$ cat config.mk
export PLATFORM = sky130hd
export DESIGN_NAME = ob_clamp
export DESIGN_NICKNAME = d
export VERILOG_FILES = /design/src/rtl/ob_pkg.sv /design/src/rtl/ob_timing.sv /design/src/rtl/ob_accum.sv /design/src/rtl/ob_sub.sv /design/src/rtl/ob_clamp.sv
export SDC_FILE = /design/constraint.sdc
export NUM_CORES = 1
export LEC_CHECK = 0
export BUFFER_PORTS_ARGS = -buffer_cell sky130_fd_sc_hd__buf_2
export CAP_MARGIN = 10
export CORE_ASPECT_RATIO = 1.4
export CORE_MARGIN = 3
export CORE_UTILIZATION = 60
export DETAILED_ROUTE_END_ITERATION = 10
export PLACE_DENSITY = 0.84
export SLEW_MARGIN = 30
export SYNTH_ARGS = -nofsm -noshare
export SYNTH_HDL_FRONTEND = slang
export SYNTH_HIERARCHICAL = 1
export SYNTH_SLANG_ARGS = --single-unit
$ cat constraint.sdc
create_clock -name clk -period 11.9 [get_ports clk]
set_input_delay 1.785 -clock clk [delete_from_list [all_inputs] [get_ports clk]]
set_output_delay 1.785 -clock clk [all_outputs]
set_load 0.005 [all_outputs]
$ cat src/rtl/ob_pkg.sv
package ob_pkg;
  localparam int NBUCKET = 4;
  localparam int NFIX    = 8;
  typedef logic [1:0] bucket_t;
  typedef logic [2:0] fix_idx_t;
endpackage

$ cat src/rtl/ob_timing.sv
module ob_timing #(
  parameter int HCNT_W = 10,
  parameter int VCNT_W = 11,
  parameter int WIN_W  = 16,
  parameter int WIN_H  = 128
) (
  input  logic              clk,
  input  logic              rst,
  input  logic              pix_vld,
  input  logic              hs,
  input  logic              vs,
  input  logic              fld,
  input  logic [HCNT_W-1:0] wx_even,
  input  logic [VCNT_W-1:0] wy_even,
  input  logic [HCNT_W-1:0] wx_odd,
  input  logic [VCNT_W-1:0] wy_odd,
  output logic              vs_rise,
  output logic              x_odd,
  output logic              y_odd,
  output logic              in_win,
  output logic              win_end
);
  localparam logic [HCNT_W-1:0] WW = HCNT_W'(WIN_W);
  localparam logic [VCNT_W-1:0] WH = VCNT_W'(WIN_H);

  logic hs_q, vs_q, hs_rise;
  logic [HCNT_W-1:0] hcnt, wx, dx;
  logic [VCNT_W-1:0] vcnt, wy, dy, vbase;
  logic in_x, in_y;

  assign hs_rise = hs & ~hs_q;
  assign vs_rise = vs & ~vs_q;
  assign vbase   = vs_rise ? '1 : vcnt;

  always_ff @(posedge clk) begin
    if (rst) begin
      hs_q <= 1'b0;
      vs_q <= 1'b0;
      hcnt <= '0;
      vcnt <= '1;
    end else begin
      hs_q <= hs;
      vs_q <= vs;
      vcnt <= vbase + VCNT_W'(hs_rise);
      if (hs_rise)                      hcnt <= '0;
      else if (pix_vld && hcnt != '1)   hcnt <= hcnt + 1'b1;
    end
  end

  always_comb begin
    wx      = fld ? wx_odd : wx_even;
    wy      = fld ? wy_odd : wy_even;
    dx      = hcnt - wx;
    dy      = vcnt - wy;
    in_x    = (hcnt >= wx) && (dx < WW);
    in_y    = (vcnt >= wy) && (dy < WH);
    in_win  = pix_vld && in_x && in_y;
    win_end = in_win && (dx == WW - 1'b1) && (dy == WH - 1'b1);
    x_odd   = hcnt[0];
    y_odd   = vcnt[0];
  end
endmodule

$ cat src/rtl/ob_accum.sv
module ob_accum #(
  parameter int PIX_W = 10,
  parameter int SUM_W = 20,
  parameter int SHIFT = 10
) (
  input  logic             clk,
  input  logic             rst,
  input  logic             hit,
  input  logic             last,
  input  logic [PIX_W-1:0] pix,
  output logic [PIX_W-1:0] avg
);
  logic [SUM_W-1:0] acc, sum_nxt;

  assign sum_nxt = acc + (hit ? SUM_W'(pix) : '0);

  always_ff @(posedge clk) begin
    if (rst) begin
      acc <= '0;
      avg <= '0;
    end else if (last) begin
      avg <= PIX_W'(sum_nxt >> SHIFT);
      acc <= '0;
    end else begin
      acc <= sum_nxt;
    end
  end

  AST_AVG_ONLY_AT_END: assert property (@(posedge clk) disable iff (rst)
    !last |=> $stable(avg));
endmodule

$ cat src/rtl/ob_sub.sv
module ob_sub #(
  parameter int PIX_W = 10
) (
  input  logic                    clk,
  input  logic                    rst,
  input  logic                    pix_vld,
  input  logic [PIX_W-1:0]        pix_in,
  input  logic                    clamp_en,
  input  logic [PIX_W-1:0]        avg_sel,
  input  logic signed [PIX_W:0]   fix_sel,
  output logic                    out_vld,
  output logic [PIX_W-1:0]        out_pix
);
  localparam int DW = PIX_W + 2;
  localparam logic signed [DW-1:0] MAXV = DW'((1 << PIX_W) - 1);

  logic signed [DW-1:0] sub_v, diff;
  logic [PIX_W-1:0] sat;

  always_comb begin
    sub_v = clamp_en ? $signed({2'b00, avg_sel}) : $signed({fix_sel[PIX_W], fix_sel});
    diff  = $signed({2'b00, pix_in}) - sub_v;
    if (diff < 0)          sat = '0;
    else if (diff > MAXV)  sat = '1;
    else                   sat = diff[PIX_W-1:0];
  end

  always_ff @(posedge clk) begin
    if (rst) begin
      out_vld <= 1'b0;
      out_pix <= '0;
    end else begin
      out_vld <= pix_vld;
      if (pix_vld) out_pix <= sat;
    end
  end

  AST_VLD_FOLLOWS: assert property (@(posedge clk) disable iff (rst)
    pix_vld |=> out_vld);
  AST_HOLD_IDLE: assert property (@(posedge clk) disable iff (rst)
    !pix_vld |=> (!out_vld && $stable(out_pix)));
  AST_CLAMP_NO_RAISE: assert property (@(posedge clk) disable iff (rst)
    (clamp_en && pix_vld) |=> (out_pix <= $past(pix_in)));
  AST_ZERO_OFS_PASS: assert property (@(posedge clk) disable iff (rst)
    (!clamp_en && pix_vld && fix_sel == 0) |=> (out_pix == $past(pix_in)));
endmodule

$ cat src/rtl/ob_clamp.sv
module ob_clamp #(
  parameter int PIX_W  = 10,
  parameter int HCNT_W = 10,
  parameter int VCNT_W = 11,
  parameter int WIN_W  = 16,
  parameter int WIN_H  = 128
) (
  input  logic                         clk,
  input  logic                         rst,
  input  logic                         pix_vld,
  input  logic [PIX_W-1:0]             pix_in,
  input  logic                         hs,
  input  logic                         vs,
  input  logic                         fld,
  input  logic                         clamp_en,
  input  logic [HCNT_W-1:0]            win_x_even,
  input  logic [VCNT_W-1:0]            win_y_even,
  input  logic [HCNT_W-1:0]            win_x_odd,
  input  logic [VCNT_W-1:0]            win_y_odd,
  input  logic [8*(PIX_W+1)-1:0]       fix_ofs,
  output logic                         out_vld,
  output logic [PIX_W-1:0]             out_pix,
  output logic [4*PIX_W-1:0]           black_lvl
);
  import ob_pkg::*;

  localparam int OW    = PIX_W + 1;
  localparam int SHIFT = $clog2(WIN_W * WIN_H / 2);
  localparam int SUM_W = PIX_W + SHIFT;

  logic vs_rise, x_odd, y_odd, in_win, win_end;
  bucket_t  bkt;
  fix_idx_t fidx;
  logic [NBUCKET-1:0][PIX_W-1:0] avg, applied;
  logic signed [OW-1:0] fix_arr [NFIX];

  ob_timing #(.HCNT_W(HCNT_W), .VCNT_W(VCNT_W), .WIN_W(WIN_W), .WIN_H(WIN_H)) u_timing (
    .clk(clk), .rst(rst), .pix_vld(pix_vld), .hs(hs), .vs(vs), .fld(fld),
    .wx_even(win_x_even), .wy_even(win_y_even), .wx_odd(win_x_odd), .wy_odd(win_y_odd),
    .vs_rise(vs_rise), .x_odd(x_odd), .y_odd(y_odd), .in_win(in_win), .win_end(win_end)
  );

  assign bkt  = {fld, x_odd};
  assign fidx = {fld, y_odd, x_odd};

  for (genvar b = 0; b < NBUCKET; b++) begin : g_bucket
    ob_accum #(.PIX_W(PIX_W), .SUM_W(SUM_W), .SHIFT(SHIFT)) u_acc (
      .clk(clk), .rst(rst),
      .hit(in_win && bkt == bucket_t'(b)),
      .last(win_end && fld == b[1]),
      .pix(pix_in),
      .avg(avg[b])
    );
  end

  for (genvar k = 0; k < NFIX; k++) begin : g_fix
    assign fix_arr[k] = fix_ofs[k*OW +: OW];
  end

  always_ff @(posedge clk) begin
    if (rst)          applied <= '0;
    else if (vs_rise) applied <= avg;
  end

  assign black_lvl = avg;

  ob_sub #(.PIX_W(PIX_W)) u_sub (
    .clk(clk), .rst(rst), .pix_vld(pix_vld), .pix_in(pix_in),
    .clamp_en(clamp_en), .avg_sel(applied[bkt]), .fix_sel(fix_arr[fidx]),
    .out_vld(out_vld), .out_pix(out_pix)
  );

  AST_APPLY_AT_FRAME: assert property (@(posedge clk) disable iff (rst)
    !vs_rise |=> $stable(applied));
endmodule

# After elaboration in Yosys (flattened, before gate mapping)
# Cells that the tools add are included.
dict set report totals {
  ff_bits 194
  latch_bits 0
  ram_bits 0
  rom_bits 0
  in_bits 147
  out_inout_bits 51
  word_cells 79
  memories 0
}
dict set report classes {
  addsub 9
  multipliers 0
  n_div 0
  n_lt_le_gt_ge 8
  n_eq_ne 6
  shifts 0
  muxes 15
  bitwise 6
  reduce_logical 17
}
# op count
set ops {}
lappend ops {{adder 20 bit} 4}
lappend ops {{two-way mux 10 bit} 8}
lappend ops {{two-way mux 11 bit} 4}
lappend ops {{binary-select mux 11 bit (select 3 bit)} 1}
lappend ops {{binary-select mux 10 bit (select 2 bit)} 1}
lappend ops {{logical AND 1 bit} 13}
lappend ops {{> comparator 12 x 11 -> 1 bit (second input constant)} 1}
lappend ops {{< comparator 12 x 1 -> 1 bit (second input constant)} 1}
lappend ops {{two-way mux 12 bit} 1}
lappend ops {{subtractor 11 x 12 -> 12 bit} 1}
lappend ops {{adder 11 x 1 -> 11 bit} 1}
lappend ops {{equality test 11 x 7 -> 1 bit (second input constant)} 1}
lappend ops {{>= comparator 11 bit} 1}
lappend ops {{< comparator 11 x 8 -> 1 bit (second input constant)} 1}
lappend ops {{subtractor 11 bit} 1}
lappend ops {{adder 10 x 1 -> 10 bit (second input constant)} 1}
lappend ops {{equality test 10 x 4 -> 1 bit (second input constant)} 1}
lappend ops {{>= comparator 10 bit} 1}
lappend ops {{< comparator 10 x 5 -> 1 bit (second input constant)} 1}
lappend ops {{!= test 10 bit (second input constant)} 1}
lappend ops {{subtractor 10 bit} 1}
lappend ops {{OR reduction 2 bit} 3}
lappend ops {{equality test 2 bit (second input constant)} 2}
lappend ops {{>= comparator 4 bit (second input constant)} 1}
lappend ops {{6 further kinds} 9}

# Longest topological paths before layout
dict set report logic_depth {
  depth_word 10
  ltp_mapped 20
  mapped_depth_nobuf 19
}

# Hierarchy
# Netlist, hierarchy kept.
# mod n_inst cells_per_inst area_each_um2 seq_area_each_um2
set modules_own_cells {}
lappend modules_own_cells {{ob_accum (g_bucket[1].u_acc ...)} 2 183 1661.6 600.6}
lappend modules_own_cells {{ob_accum (g_bucket[0].u_acc ...)} 2 170 1531.5 600.6}
lappend modules_own_cells {ob_clamp 1 188 2403.6 800.8}
lappend modules_own_cells {ob_timing 1 292 2377.3 460.4}
lappend modules_own_cells {ob_sub 1 135 1158.6 220.2}

# Worst setup path after synthesis
# No wires, ideal clock.
dict set report synth_timing {
  path_type {input-to-reg}
  start {input port fld}
  end {register g_bucket[0].u_acc.avg[0]}
  setup_ns 0.064
  t_arrival_ns 6.532
  t_required_ns 11.836
  setup_slack_ns 5.304
  cell_stages 19
  path_buffers 1
  cell_sequence {buf_1 -> mux2_2 -> ha_1 -> fa_1 -> nor2b_1 -> o22ai_1 -> xnor2_1 -> nor4_2 -> nand4_1 -> nor4_1 -> nor3b_1 -> and2_1 -> ha_1 -> a21oi_1 -> o21ai_1 -> a221o_1 -> xnor2_1 -> mux2_2 -> nor2_1}
}
dict set report synth_via {
  elab_chain_cells 9
  elab_cells_between_ends 22
  classes_between {3 x add/sub; 4 x order compare; 2 x eq/ne; 3 x mux; 1 x bitwise; 9 x reduce/logical}
}
# element line_no
set synth_rtl {}
lappend synth_rtl {{start, declared} ob_clamp.sv:14} ;# input logic fld,
lappend synth_rtl {{two-way mux 10 bit} ob_timing.sv:51} ;# wx = fld ? wx_odd : wx_even;
lappend synth_rtl {{subtractor 10 bit} ob_timing.sv:53} ;# dx = hcnt - wx;
lappend synth_rtl {{< comparator 10 x 5 -> 1 bit} ob_timing.sv:55} ;# in_x = (hcnt >= wx) && (dx < WW);
lappend synth_rtl {{logical AND 1 bit} ob_timing.sv:55}
lappend synth_rtl {{logical AND 1 bit} ob_timing.sv:57} ;# in_win = pix_vld && in_x && in_y;
lappend synth_rtl {{logical AND 1 bit *} ob_timing.sv:57}
lappend synth_rtl {{net in_win} ob_clamp.sv:31} ;# logic vs_rise, x_odd, y_odd, in_win, win_end;
lappend synth_rtl {{logical AND 1 bit, on equally long branches} {ob_clamp.sv:49, ob_timing.sv:58}}
lappend synth_rtl {{two-way mux 10 bit or logical AND 1 bit (tied branches)} {ob_accum.sv:15, ob_timing.sv:58}}
lappend synth_rtl {{adder 20 bit or logical AND 1 bit (tied branches)} {ob_accum.sv:15, ob_clamp.sv:50}}
lappend synth_rtl {{end signal, assigned} ob_accum.sv:22} ;# avg <= PIX_W'(sum_nxt >> SHIFT);
lappend synth_rtl {{end, declared} ob_accum.sv:11} ;# output logic [PIX_W-1:0] avg
# Mark *: on every way through the listed nets, which the timed path passes. The rest lies on a longest branch.
# A chain may end at the register's enable or synchronous reset.

# Final worst setup path
dict set report layout_timing {
  start {input port fld}
  end {register g_bucket[0].u_acc.avg[6]}
}
# The elaborated chain is that of the path after synthesis.

==> impl_results.md <==
- Status: completed
- DIE HEIGHT: 176 um
- Final HPWL DP: 26700 um
- Compound-Gate Fraction of Synth Area: 0.177
- Largest family of logic cells by synthesized area: simple AND/OR/NAND/NOR gates
- Most common cell after layout, fill and taps aside: buf_2
- Worst path arrival time: 8.06 ns
- RSZ-0062 raised after global routing: no
- Hold Buf Count CTS: 0
- WL final: 35000 um
- Post-synth net total: 1550
- Ys async rst share: 0
- Layout Nets: 1722
- Tot GR Track Use: 0.305
- Period minus WS final: 7.72 ns
- Main synth FF type: dfxtp_1
- WP data required: 12.23 ns
- Leading cell types in the layout, fill and taps excluded: buf_2 (196), dfxtp_1 (193), nor2_1 (170), a21oi_1 (76), ha_1 (75)
- CTS sink cnt: 194
- Syn_area_per_cell: 9.33 um2
- Worst-path fanout max: 22
- Initial antenna violation count: 1
- RR Startpoint: u_timing/vcnt[0]
- Pins Over Slew Limit: 0
- I/O pin total: 198
- FMAX: 129 MHz
- Total CTS buffers: 17
- Worst VDD drop: 0.0827 mV
- Post-CTS Setup Repair Bufs: 0
- Routed Antenna Nets: 0
- Tot Pwr: 1.51 mW
- Hold Vio Cnt, Final: 0
- Fin Setup TNS: 0 ns
- I/O Buffers: 197
- Leakage power: 5.85 nW
- Number of flops mapped to enable cells by yosys: 0
- Iteration-0 DRC Markers: 715
- Hold Path Origin: applied[10]
- Final Hold Slack: 0.501 ns
- Core area: 0.0200 mm2
- Int Pwr: 1.08 mW
- CP Capture Type: register
- Setup violators final: 0
- Chip Width: 127 um
- Seq/Total Area, Yosys: 0.315
- Worst-Margin Slew: 0.886 ns
- Die Area: 0.0223 mm2
- Routability cong.: 0.969
- Vias in the first global route: 10.7k
- Post-synthesis simple-gate area fraction: 0.199
- Total gr overflow: 0
- Synthesized instance count: 1321
- Max-Slew Margin vs Limit: 0.408
- Clock skew: 0.0113 ns
- DRT Pass-1 Iters: 5
- Period utilization: 0.649
- Mux cell area share after synthesis: 0.138
- Via count: 11.1k
- Switching part of the total power: 0.286
- DRC: 0
- Routed WL per cell: 19.9 um
- Rows: 61
- Global-route wire length before repair: 54200 um
- CTS tree: done
- Post-CTS resize count: 0
- Root buffer cell: clkbuf_16
- Net Sw Power: 0.431 mW
- Worst hold path type: register to register
- Logic gate share of total power: 0.182
- Clk slew on worst S/H paths: 0.07 ns
- Power Density: 108 mW/mm2
- Clock power frac: 0.375
- Critical path startpoint: fld
- Starting density of the core: 0.616
- Number of max-cap violations: 0
- H-tree depth: 4
- CP Class: primary input to register
- Area grow syn2layout: 13.5%
- Vias per cell: 6.29
- Layout cell share with drive strength beyond 1: 0.225
- YS warnings: 6
- Clk buf depth: 2
- Cell area after synthesis: 0.0123 mm2
- Xor/xnor cell area share of the yosys netlist: 0.0497
- Startpoint Class: primary input
- Post-synthesis register bit count: 194
- Seq pwr share: 0.444
- Clk_lat worst skew: 0.44 ns
- Adder-cell share of the synthesized area: 0.0875
- Largest net degree at the start of global routing: 63
- Distinct cells, synth: 97
==> critical path, stage by stage <==
cell	delay (ns)
buf_2	0.41
buf_16	0.24
mux2_2	0.38
ha_1	0.21
fa_1	0.37
nand2b_1	0.20
a21oi_2	0.26
o21ai_2	0.08
mux2i_1	0.11
or3_1	0.39
nor4_1	0.76
nor3b_1	0.80
and2_1	0.24
ha_1	0.20
fa_1	0.22
a21oi_1	0.09
o21ai_0	0.34
a221o_1	0.34
nand3_1	0.13
xor2_1	0.19
a211oi_1	0.29
==> flip-flops by register name, indices dropped and copies added, names as in the netlist <==
signal and flops:
applied 40, g_bucket.u_acc/acc 80, g_bucket.u_acc/avg 40, u_sub/out_pix 10, u_sub/out_vld 1, u_timing/hcnt 10, u_timing/hs_q 1, u_timing/vcnt 11
u_timing/vs_q 1
==> final timing paths <==
| path | to | slack, ns | cells after the start |
|---|---|---|---|
| worst max-delay path | g_bucket[0].u_acc/avg[6] | 4.18 | 21 |
| worst min-delay path | applied[10] | 0.50 | 2 |
| worst max register to register | g_bucket[0].u_acc/avg[6] | 5.44 | 19 |
| worst min register to register | applied[10] | 0.50 | 2 |
==> synth_stat cells (all sizes together) (11+ instances only) <==
library cell / n / share of area
inv: 33 / 0.010
or3: 30 / 0.016
xnor2: 38 / 0.027
nand4: 17 / 0.0086
nand2b: 15 / 0.0076
nor2b: 19 / 0.0096
mux4: 32 / 0.061
xor2: 32 / 0.023
a211oi: 21 / 0.014
a311oi: 19 / 0.016
nor3: 22 / 0.0089
and2: 59 / 0.030
a21o: 17 / 0.011
nand2: 52 / 0.016
mux2: 16 / 0.017
or2: 11 / 0.0056
nor2: 173 / 0.053
buf: 23 / 0.013
a21oi: 78 / 0.032
nand3: 31 / 0.013
dfxtp: 194 / 0.32
and4: 13 / 0.0092
and3: 15 / 0.0078
ha: 75 / 0.076
mux2i: 74 / 0.060
o21ai: 63 / 0.026
clkbuf: 28 / 0.012
==> metrics by stage <==
stage                     worst slack, ns   util  cell area (um2)  std cells
after floorplan                      5.30      -            12300       1321
after global placement               4.03  0.669            13400       1725
after detailed placement             3.70  0.669            13400       1725
after CTS                            4.09  0.698            14000       1757
after global routing                 3.87  0.699            14000       1758
final                                4.18  0.699            14000       1759
==> power by group through the flow <==
stage               clock network [mW]  registers (mW)  logic, mW
global placement                     0           0.684      0.264
global route                     0.599           0.671      0.296
floorplan                            0           0.681      0.189
detailed placement                   0           0.684      0.268
CTS                              0.573           0.669      0.270
finish                           0.565           0.669      0.274
==> final cells by class <==
class                   count  area, um2
repair buffers            204       1060
clock inverters            14        148
well taps                 252        315
flip-flops and latches    194       3880
fillers                  1558       6010
diodes                      1       2.50
multi-input cells        1043       8020
inverters                  33        124
clock buffers              18        429
==> layer usage <==
metal  share of wire  routed length (um)  track usage  up-vias
met2            0.50               17600        0.540      497
met1            0.37               13000        0.348     5265
met4           0.049                1700        0.163        2
li1                -                   -            -     5213
met3           0.077                2680       0.0502       89
met5         0.00031                  11            0        -
==> cell families after synthesis <==
family	Yosys count
AO/OA/AOI/OAI	293
XOR/XNOR	70
adder cells (fa/ha/maj)	82
buffers and inverters	84
flip-flops	194
multiplexers	122
AND/OR/NAND/NOR	476
No activity file was read; power rests on OpenSTA's default activity.
